**config.mk**
```make
export PLATFORM = sky130hd
export DESIGN_NAME = hcl_seeker
export DESIGN_NICKNAME = d
export VERILOG_FILES = /design/src/rtl/hcl_pkg.sv /design/src/rtl/hcl_table_bank.sv /design/src/rtl/hcl_len_shifter.sv /design/src/rtl/hcl_matcher.sv /design/src/rtl/hcl_seeker.sv
export SDC_FILE = /design/constraint.sdc
export NUM_CORES = 1
export LEC_CHECK = 0
export ABC_AREA = 1
export BUFFER_PORTS_ARGS = -buffer_cell sky130_fd_sc_hd__buf_2
export CORE_UTILIZATION = 25
export DETAILED_ROUTE_END_ITERATION = 7
export GPL_TIMING_DRIVEN = 0
export PLACE_DENSITY_LB_ADDON = 0.08
export SYNTH_ARGS = -nofsm -noshare
export SYNTH_HDL_FRONTEND = slang
export SYNTH_SLANG_ARGS = --single-unit
export TNS_END_PERCENT = 10
```
**constraint.sdc**
```tcl
create_clock -name clk -period 7.8 [get_ports clk]
set_input_delay 0.78 -clock clk [delete_from_list [all_inputs] [get_ports clk]]
set_output_delay 0.78 -clock clk [all_outputs]
set_load 0.03 [all_outputs]
```
**src/rtl/hcl_pkg.sv**
```systemverilog
package hcl_pkg;
  localparam int DEF_ROWS    = 8;
  localparam int DEF_MIN_LEN = 2;
  localparam int DEF_BASE_W  = 6;

  typedef enum logic [1:0] {
    S_IDLE   = 2'd0,
    S_SEARCH = 2'd1,
    S_DONE   = 2'd2,
    S_FAULT  = 2'd3
  } seek_state_e;
endpackage

```
**src/rtl/hcl_table_bank.sv**
```systemverilog
module hcl_table_bank #(
  parameter int ROWS   = 8,
  parameter int CODE_W = 9,
  parameter int BASE_W = 6,
  localparam int ROW_W = $clog2(ROWS)
) (
  input  logic              clk,
  input  logic              rst,
  input  logic              we,
  input  logic [ROW_W-1:0]  wrow,
  input  logic [CODE_W-1:0] wmax,
  input  logic [BASE_W-1:0] wbase,
  input  logic [ROWS-1:0]   rsel,
  output logic [CODE_W-1:0] rmax,
  output logic [BASE_W-1:0] rbase
);
  logic [CODE_W-1:0] max_q  [ROWS];
  logic [BASE_W-1:0] base_q [ROWS];

  always_ff @(posedge clk) begin
    if (rst) begin
      for (int i = 0; i < ROWS; i++) begin
        max_q[i]  <= '0;
        base_q[i] <= '0;
      end
    end else if (we) begin
      max_q[wrow]  <= wmax;
      base_q[wrow] <= wbase;
    end
  end

  // one-hot row select drives an AND-OR read; no row selected reads as zero
  always_comb begin
    rmax  = '0;
    rbase = '0;
    for (int i = 0; i < ROWS; i++) begin
      rmax  = rmax  | (max_q[i]  & {CODE_W{rsel[i]}});
      rbase = rbase | (base_q[i] & {BASE_W{rsel[i]}});
    end
  end
endmodule

```
**src/rtl/hcl_len_shifter.sv**
```systemverilog
module hcl_len_shifter #(
  parameter int ROWS = 8
) (
  input  logic            clk,
  input  logic            rst,
  input  logic            clear,
  input  logic            step,
  output logic [ROWS-1:0] rows
);
  // stage 0 stands for length MIN_LEN-1 and owns no table row
  logic [ROWS:0] chain_q;
  logic          feed_q;

  always_ff @(posedge clk) begin
    if (rst) begin
      chain_q <= '0;
      feed_q  <= 1'b0;
    end else if (clear) begin
      chain_q <= '0;
      feed_q  <= 1'b1;
    end else if (step) begin
      chain_q <= {chain_q[ROWS-1:0], feed_q};
      feed_q  <= 1'b0;
    end
  end

  assign rows = chain_q[ROWS:1];
endmodule

```
**src/rtl/hcl_matcher.sv**
```systemverilog
module hcl_matcher #(
  parameter int ROWS    = 8,
  parameter int MIN_LEN = 2,
  parameter int CODE_W  = 9,
  parameter int BASE_W  = 6,
  parameter int LEN_W   = 4,
  parameter int ADDR_W  = 10
) (
  input  logic [ROWS-1:0]   rows,
  input  logic [CODE_W-1:0] code,
  input  logic [CODE_W-1:0] rmax,
  input  logic [BASE_W-1:0] rbase,
  output logic              hit,
  output logic              miss,
  output logic [LEN_W-1:0]  len,
  output logic [ADDR_W-1:0] addr
);
  assign hit  = (|rows) && (code <= rmax);
  assign miss = rows[ROWS-1] && !(code <= rmax);
  assign addr = ADDR_W'(rbase) + ADDR_W'(code);

  always_comb begin
    len = '0;
    for (int i = 0; i < ROWS; i++) begin
      if (rows[i]) len = len | LEN_W'(i + MIN_LEN);
    end
  end
endmodule

```
**src/rtl/hcl_seeker.sv**
```systemverilog
module hcl_seeker #(
  parameter int ROWS    = hcl_pkg::DEF_ROWS,
  parameter int MIN_LEN = hcl_pkg::DEF_MIN_LEN,
  parameter int BASE_W  = hcl_pkg::DEF_BASE_W,
  localparam int ROW_W  = $clog2(ROWS),
  localparam int CODE_W = MIN_LEN + ROWS - 1,
  localparam int LEN_W  = $clog2(CODE_W + 1),
  localparam int ADDR_W = ((CODE_W > BASE_W) ? CODE_W : BASE_W) + 1
) (
  input  logic              clk,
  input  logic              rst,
  input  logic              bank_dc,
  input  logic              wr_en,
  input  logic [ROW_W-1:0]  wr_row,
  input  logic [CODE_W-1:0] wr_max,
  input  logic [BASE_W-1:0] wr_base,
  input  logic              restart,
  input  logic              in_valid,
  output logic              in_ready,
  input  logic              in_bit,
  output logic              out_valid,
  input  logic              out_ready,
  output logic [LEN_W-1:0]  out_len,
  output logic [ADDR_W-1:0] out_addr,
  output logic              err
);
  import hcl_pkg::*;

  seek_state_e       state_q;
  logic [CODE_W-1:0] code_q;
  logic [ROWS-1:0]   row_sel;
  logic [CODE_W-1:0] bank_max  [2];
  logic [BASE_W-1:0] bank_base [2];
  logic [CODE_W-1:0] sel_max;
  logic [BASE_W-1:0] sel_base;
  logic              hit_c, miss_c, hit, miss, accept;
  logic [LEN_W-1:0]  len_c;
  logic [ADDR_W-1:0] addr_c;

  for (genvar b = 0; b < 2; b++) begin : g_bank
    hcl_table_bank #(.ROWS(ROWS), .CODE_W(CODE_W), .BASE_W(BASE_W)) u_bank (
      .clk   (clk),
      .rst   (rst),
      .we    (wr_en && (bank_dc == b[0])),
      .wrow  (wr_row),
      .wmax  (wr_max),
      .wbase (wr_base),
      .rsel  (row_sel),
      .rmax  (bank_max[b]),
      .rbase (bank_base[b])
    );
  end

  assign sel_max  = bank_dc ? bank_max[1]  : bank_max[0];
  assign sel_base = bank_dc ? bank_base[1] : bank_base[0];

  hcl_len_shifter #(.ROWS(ROWS)) u_shift (
    .clk   (clk),
    .rst   (rst),
    .clear (restart),
    .step  (accept && !restart),
    .rows  (row_sel)
  );

  hcl_matcher #(
    .ROWS(ROWS), .MIN_LEN(MIN_LEN), .CODE_W(CODE_W),
    .BASE_W(BASE_W), .LEN_W(LEN_W), .ADDR_W(ADDR_W)
  ) u_match (
    .rows  (row_sel),
    .code  (code_q),
    .rmax  (sel_max),
    .rbase (sel_base),
    .hit   (hit_c),
    .miss  (miss_c),
    .len   (len_c),
    .addr  (addr_c)
  );

  assign hit      = (state_q == S_SEARCH) && hit_c;
  assign miss     = (state_q == S_SEARCH) && miss_c;
  assign in_ready = (state_q == S_SEARCH) && !hit_c && !miss_c;
  assign accept   = in_valid && in_ready;

  always_ff @(posedge clk) begin
    if (rst) begin
      state_q   <= S_IDLE;
      code_q    <= '0;
      out_valid <= 1'b0;
      out_len   <= '0;
      out_addr  <= '0;
      err       <= 1'b0;
    end else if (restart) begin
      state_q   <= S_SEARCH;
      code_q    <= '0;
      out_valid <= 1'b0;
      err       <= 1'b0;
    end else begin
      unique case (state_q)
        S_SEARCH: begin
          if (accept) code_q <= {code_q[CODE_W-2:0], in_bit};
          if (hit) begin
            out_valid <= 1'b1;
            out_len   <= len_c;
            out_addr  <= addr_c;
            state_q   <= S_DONE;
          end else if (miss) begin
            err     <= 1'b1;
            state_q <= S_FAULT;
          end
        end
        S_DONE: begin
          if (out_ready) begin
            out_valid <= 1'b0;
            state_q   <= S_IDLE;
          end
        end
        default: ;
      endcase
    end
  end
endmodule

```
==> flow_results.xml <==
<?xml version="1.0" encoding="UTF-8"?>
<metrics>
  <group name="floorplanning">
    <metric name="floorplan.die.width" unit="um">222</metric>
    <metric name="design.die.area" unit="um2">49400</metric>
    <metric name="std_cell_rows" unit="">80</metric>
    <metric name="top_level_ports" unit="">43</metric>
    <metric name="starting_density" unit="">0.254</metric>
    <metric name="chipHeight" unit="um">222</metric>
    <metric name="core" unit="um2">47700</metric>
  </group>
  <group name="drt">
    <metric name="antenna_violating_nets_post_route" unit="">0</metric>
    <metric name="wire_per_inst" unit="um">23.3</metric>
    <metric name="drtPass1Iterations" unit="">5</metric>
    <metric name="vias" unit="">8716</metric>
    <metric name="drt_drc_violations_left" unit="">0</metric>
    <metric name="dr.first_iter.drc_count" unit="">645</metric>
    <metric name="vias_per_cell" unit="">4.63</metric>
    <metric name="detail_route.wirelength" unit="mm">43.9</metric>
  </group>
  <group name="worst_setup_path">
    <metric name="worst_path_dominant_cell_family" unit="">simple AND/OR/NAND/NOR gates</metric>
    <metric name="slowest_delay" unit="ns">0.78</metric>
    <metric name="worst_path_most_repeated_cell" unit="">sky130_fd_sc_hd__nand3_1</metric>
    <metric name="timing_worst_setup_path_type" unit="">register to primary output</metric>
    <metric name="crit_fanout" unit="">10</metric>
    <metric name="kind_of_end_point_of_the_critical_path" unit="">primary output</metric>
    <metric name="crit_path_cell_trace" unit="">clkbuf_1 &gt; clkbuf_1 &gt; nand2_1 &gt; nand3_1 &gt; a221oi_1 &gt; nand4_1 &gt; o22ai_1 &gt; ha_1 &gt; a21o_1 &gt; nor2_1 &gt; nand3_1 &gt; nand3_1 &gt; nand2_1 &gt; nor2_2 &gt; buf_4 &gt; buf_2</metric>
    <metric name="critical_path.startpoint_type" unit="">register</metric>
    <metric name="critical_path_arrival" unit="ns">4.91</metric>
    <metric name="crit_required" unit="ns">7.02</metric>
    <metric name="cp.buffers_inverters" unit="">4</metric>
    <metric name="timing.critical_path.slowest_stage_cell" unit="">sky130_fd_sc_hd__a221oi_1</metric>
  </group>
  <group name="layout">
    <metric name="design_area" unit="um2">14200</metric>
    <metric name="post_layout_nets" unit="">1285</metric>
    <metric name="layout-area-overhead-vs-synth" unit="%">16.7</metric>
    <metric name="num_antenna_cells" unit="">0</metric>
    <metric name="final_instance_count_without_filler_cells" unit="">1884</metric>
    <metric name="layout.filler_cells" unit="">5028</metric>
    <metric name="seq_area" unit="um2">7950</metric>
    <metric name="drive_gt1_frac" unit="">0.105</metric>
    <metric name="multiInputGateArea" unit="um2">3620</metric>
  </group>
  <group name="flow_run">
    <metric name="cap_viol_max_count" unit="">0</metric>
  </group>
  <group name="clocking">
    <metric name="worst_skew_pair.late_latency" unit="ns">0.55</metric>
    <metric name="cts_inserted_buffers" unit="">36</metric>
    <metric name="clock_tree_from_tritoncts" unit="">yes</metric>
    <metric name="clock-sinks" unit="">277</metric>
    <metric name="post_cts.repair.setup_buffers" unit="">0</metric>
    <metric name="cts_repair_resize_count" unit="">0</metric>
    <metric name="clock_tree.buffer_depth" unit="">3</metric>
    <metric name="cts.hold.buffers_added" unit="">0</metric>
    <metric name="worst_setup_hold_path_clk_slew" unit="ns">0.06</metric>
    <metric name="number_of_levels_the_h_tree_was_split_into" unit="">2</metric>
    <metric name="ctsRootBufferMaster" unit="">sky130_fd_sc_hd__clkbuf_16</metric>
  </group>
  <group name="synth">
    <metric name="postSynth.asyncResetShare" unit="">0</metric>
    <metric name="mappedNetlistNets" unit="">1206</metric>
    <metric name="yosysSeqAreaShare" unit="">0.655</metric>
    <metric name="synth_enable_flop_cells" unit="">240</metric>
    <metric name="mappedNetlistArea" unit="um2">12100</metric>
    <metric name="synthDistinctLibCells" unit="">37</metric>
    <metric name="yosys_warnings" unit="">0</metric>
    <metric name="synthesis.area_per_instance" unit="um2">10.4</metric>
    <metric name="yosys_register_bits" unit="">277</metric>
    <metric name="yosys_most_used_dff" unit="">sky130_fd_sc_hd__edfxtp_1</metric>
    <metric name="synth_cells" unit="">1164</metric>
  </group>
  <group name="sta">
    <metric name="timing.slew.headroom" unit="">0.270</metric>
    <metric name="rsz0062_at_grt" unit="">false</metric>
    <metric name="max_slew.worst_pin.slew" unit="ns">1.10</metric>
    <metric name="sum_neg_setup_slack" unit="ns">0</metric>
    <metric name="worst_clock_skew_on_the_final_layout" unit="ns">0.0213</metric>
    <metric name="slew_violations" unit="">0</metric>
    <metric name="hold_viol" unit="">0</metric>
    <metric name="finalCritPeriodShare" unit="">0.730</metric>
    <metric name="max_freq" unit="MHz">176</metric>
    <metric name="finalWorstPathRequiredPeriod" unit="ns">5.69</metric>
    <metric name="timing.hold.ws" unit="ns">0.451</metric>
    <metric name="final-setup-viol-count" unit="">0</metric>
  </group>
  <group name="placed_design">
    <metric name="placed_area" unit="um2">13100</metric>
    <metric name="dp_wirelength" unit="mm">30.6</metric>
    <metric name="rd_place_congestion" unit="">0.798</metric>
    <metric name="placedCellCount" unit="">1820</metric>
    <metric name="buffer_ports.inserted" unit="">41</metric>
  </group>
  <group name="power">
    <metric name="power-per-cell-area" unit="nW/um2">247</metric>
    <metric name="irDropWorstVdd" unit="uV">111</metric>
    <metric name="cellLeakagePower" unit="uW">0.00528</metric>
  </group>
  <group name="global_routing">
    <metric name="grt_start_max_net_pins" unit="">16</metric>
    <metric name="globalRouteOverflowTotal" unit="">0</metric>
    <metric name="grt_pass1_wl" unit="mm">63.6</metric>
    <metric name="grt_use_total" unit="">0.182</metric>
    <metric name="grt_pass1_vias" unit="">8807</metric>
    <metric name="antenna_found_initial" unit="">1</metric>
  </group>
  <group name="worst_hold_path">
    <metric name="hold_path_class" unit="">register to register</metric>
  </group>
  <group name="outcome">
    <metric name="outcome" unit="">completed</metric>
  </group>
</metrics>
## layer usage
| layer | global-route usage | vias up | wire (um) |
|---|---|---|---|
| met5 | 0 | - | 0 |
| met4 | 0.0708 | 0 | 1450 |
| met3 | 0.0268 | 68 | 1640 |
| met2 | 0.291 | 189 | 20100 |
| met1 | 0.247 | 4307 | 20700 |
| li1 | - | 4152 | - |
## through the flow
stage               power, uW  worst slack (ns)  utilization
finish                   3500              2.11        0.296
global route             3620              1.84        0.296
CTS                      3550              2.04        0.296
detailed placement       2000              2.66        0.274
global placement         2000              2.63        0.274
floorplan                1870              4.25            -
## path summary, 6_finish.rpt
path	start	endpoint	slack (ns)	depth (start not counted)
min reg2reg	err$_SDFFE_PP0P_	err$_SDFFE_PP0P_	0.45	2
max	u_shift.chain_q[1]$_SDFFE_PP0P_	in_ready	2.11	16
max reg2reg	u_shift.chain_q[1]$_SDFFE_PP0P_	u_shift.chain_q[2]$_SDFFE_PP0P_	3.26	17
min	err$_SDFFE_PP0P_	err$_SDFFE_PP0P_	0.45	2
## power by group
part | leakage [uW] | internal [uW] | switching [uW]
clock | 0.000507 | 889 | 648
combinational | 0.00218 | 52.3 | 199
sequential | 0.00259 | 1690 | 23.5
## sequential cells by signal, summed over array words and instances (netlist names)
register / cells
out_len: 4
code_q: 9
u_shift.chain_q: 9
out_valid: 1
g_bank.u_bank.max_q: 144
g_bank.u_bank.base_q: 96
out_addr: 10
err: 1
state_q: 2
u_shift.feed_q: 1
## cell families after synthesis
kind of cell / after synthesis / synth area share
AOI/OAI and AO/OA: 84 / 0.0464
xor gates and xnor gates: 5 / 0.00361
adders and majority gates: 16 / 0.0171
buffers and inverters: 128 / 0.0465
DFF: 277 / 0.655
and+or+nand+nor: 654 / 0.231
## synthesized netlist by cell type, types with 3 or more instances
master / count / area (um2)
sky130_fd_sc_hd__ha_1: 15 / 188
sky130_fd_sc_hd__edfxtp_1: 240 / 7210
sky130_fd_sc_hd__xor2_1: 3 / 26.3
sky130_fd_sc_hd__nand3b_1: 3 / 22.5
sky130_fd_sc_hd__nand2_1: 271 / 1020
sky130_fd_sc_hd__inv_1: 50 / 188
sky130_fd_sc_hd__a221oi_1: 30 / 263
sky130_fd_sc_hd__nand2_2: 3 / 18.8
sky130_fd_sc_hd__nand4_4: 5 / 106
sky130_fd_sc_hd__buf_2: 9 / 45.0
sky130_fd_sc_hd__nor2_1: 262 / 983
sky130_fd_sc_hd__o21ai_0: 7 / 35.0
sky130_fd_sc_hd__dfxtp_1: 37 / 741
sky130_fd_sc_hd__clkbuf_1: 54 / 203
sky130_fd_sc_hd__nor3_1: 4 / 20.0
sky130_fd_sc_hd__o22ai_1: 11 / 68.8
sky130_fd_sc_hd__nand4_1: 39 / 244
sky130_fd_sc_hd__inv_2: 3 / 11.3
sky130_fd_sc_hd__nand3_1: 48 / 240
sky130_fd_sc_hd__buf_6: 6 / 67.6
sky130_fd_sc_hd__nor2_2: 13 / 81.3
sky130_fd_sc_hd__buf_4: 3 / 22.5
sky130_fd_sc_hd__a21oi_1: 31 / 155
## worst reg2reg max path: stages, from the launching register on
cell                       delay [ns]
sky130_fd_sc_hd__dfxtp_1         0.30
sky130_fd_sc_hd__clkbuf_1        0.30
sky130_fd_sc_hd__clkbuf_1        0.44
sky130_fd_sc_hd__nand2_1         0.16
sky130_fd_sc_hd__nand3_1         0.09
sky130_fd_sc_hd__a221oi_1        0.78
sky130_fd_sc_hd__nand4_1         0.38
sky130_fd_sc_hd__o22ai_1         0.26
sky130_fd_sc_hd__ha_1            0.28
sky130_fd_sc_hd__a21o_1          0.16
sky130_fd_sc_hd__nor2_1          0.10
sky130_fd_sc_hd__nand3_1         0.20
sky130_fd_sc_hd__nand3_1         0.17
sky130_fd_sc_hd__nand2_1         0.08
sky130_fd_sc_hd__nor2_2          0.22
sky130_fd_sc_hd__nand3_1         0.28
sky130_fd_sc_hd__nor2_1          0.17
sky130_fd_sc_hd__nor2_1          0.05
## final cells by class
| cell class | instances | area share |
|---|---|---|
| plain buffers | 73 | 0.0241 |
| clock inverters | 12 | 0.00645 |
| inverters | 55 | 0.0157 |
| repair buffers | 41 | 0.0145 |
| well taps | 615 | 0.0544 |
| flip-flops and latches | 277 | 0.561 |
| multi-input cells | 759 | 0.255 |
| clock buffers | 52 | 0.0679 |
## layout by cell type, fill, tap and decap left out, drive strengths merged
cell | netlist | final
nand3 | 49 | 49
a22o | 2 | 2
dfxtp | 37 | 37
edfxtp | 240 | 240
buf | 19 | 60
inv | 54 | 55
a221oi | 30 | 30
clkinv | 0 | 10
nand2 | 274 | 274
xor2 | 3 | 3
xnor2 | 2 | 2
nand3b | 3 | 3
o22ai | 11 | 11
a21boi | 1 | 1
fa | 1 | 1
or2 | 1 | 1
bufinv | 1 | 2
ha | 15 | 15
nor2 | 275 | 275
nand4 | 46 | 46
nor3 | 6 | 6
a21oi | 32 | 32
o21ai | 7 | 7
a21o | 1 | 1
clkbuf | 54 | 106
No activity file was read; power rests on OpenSTA's default activity.
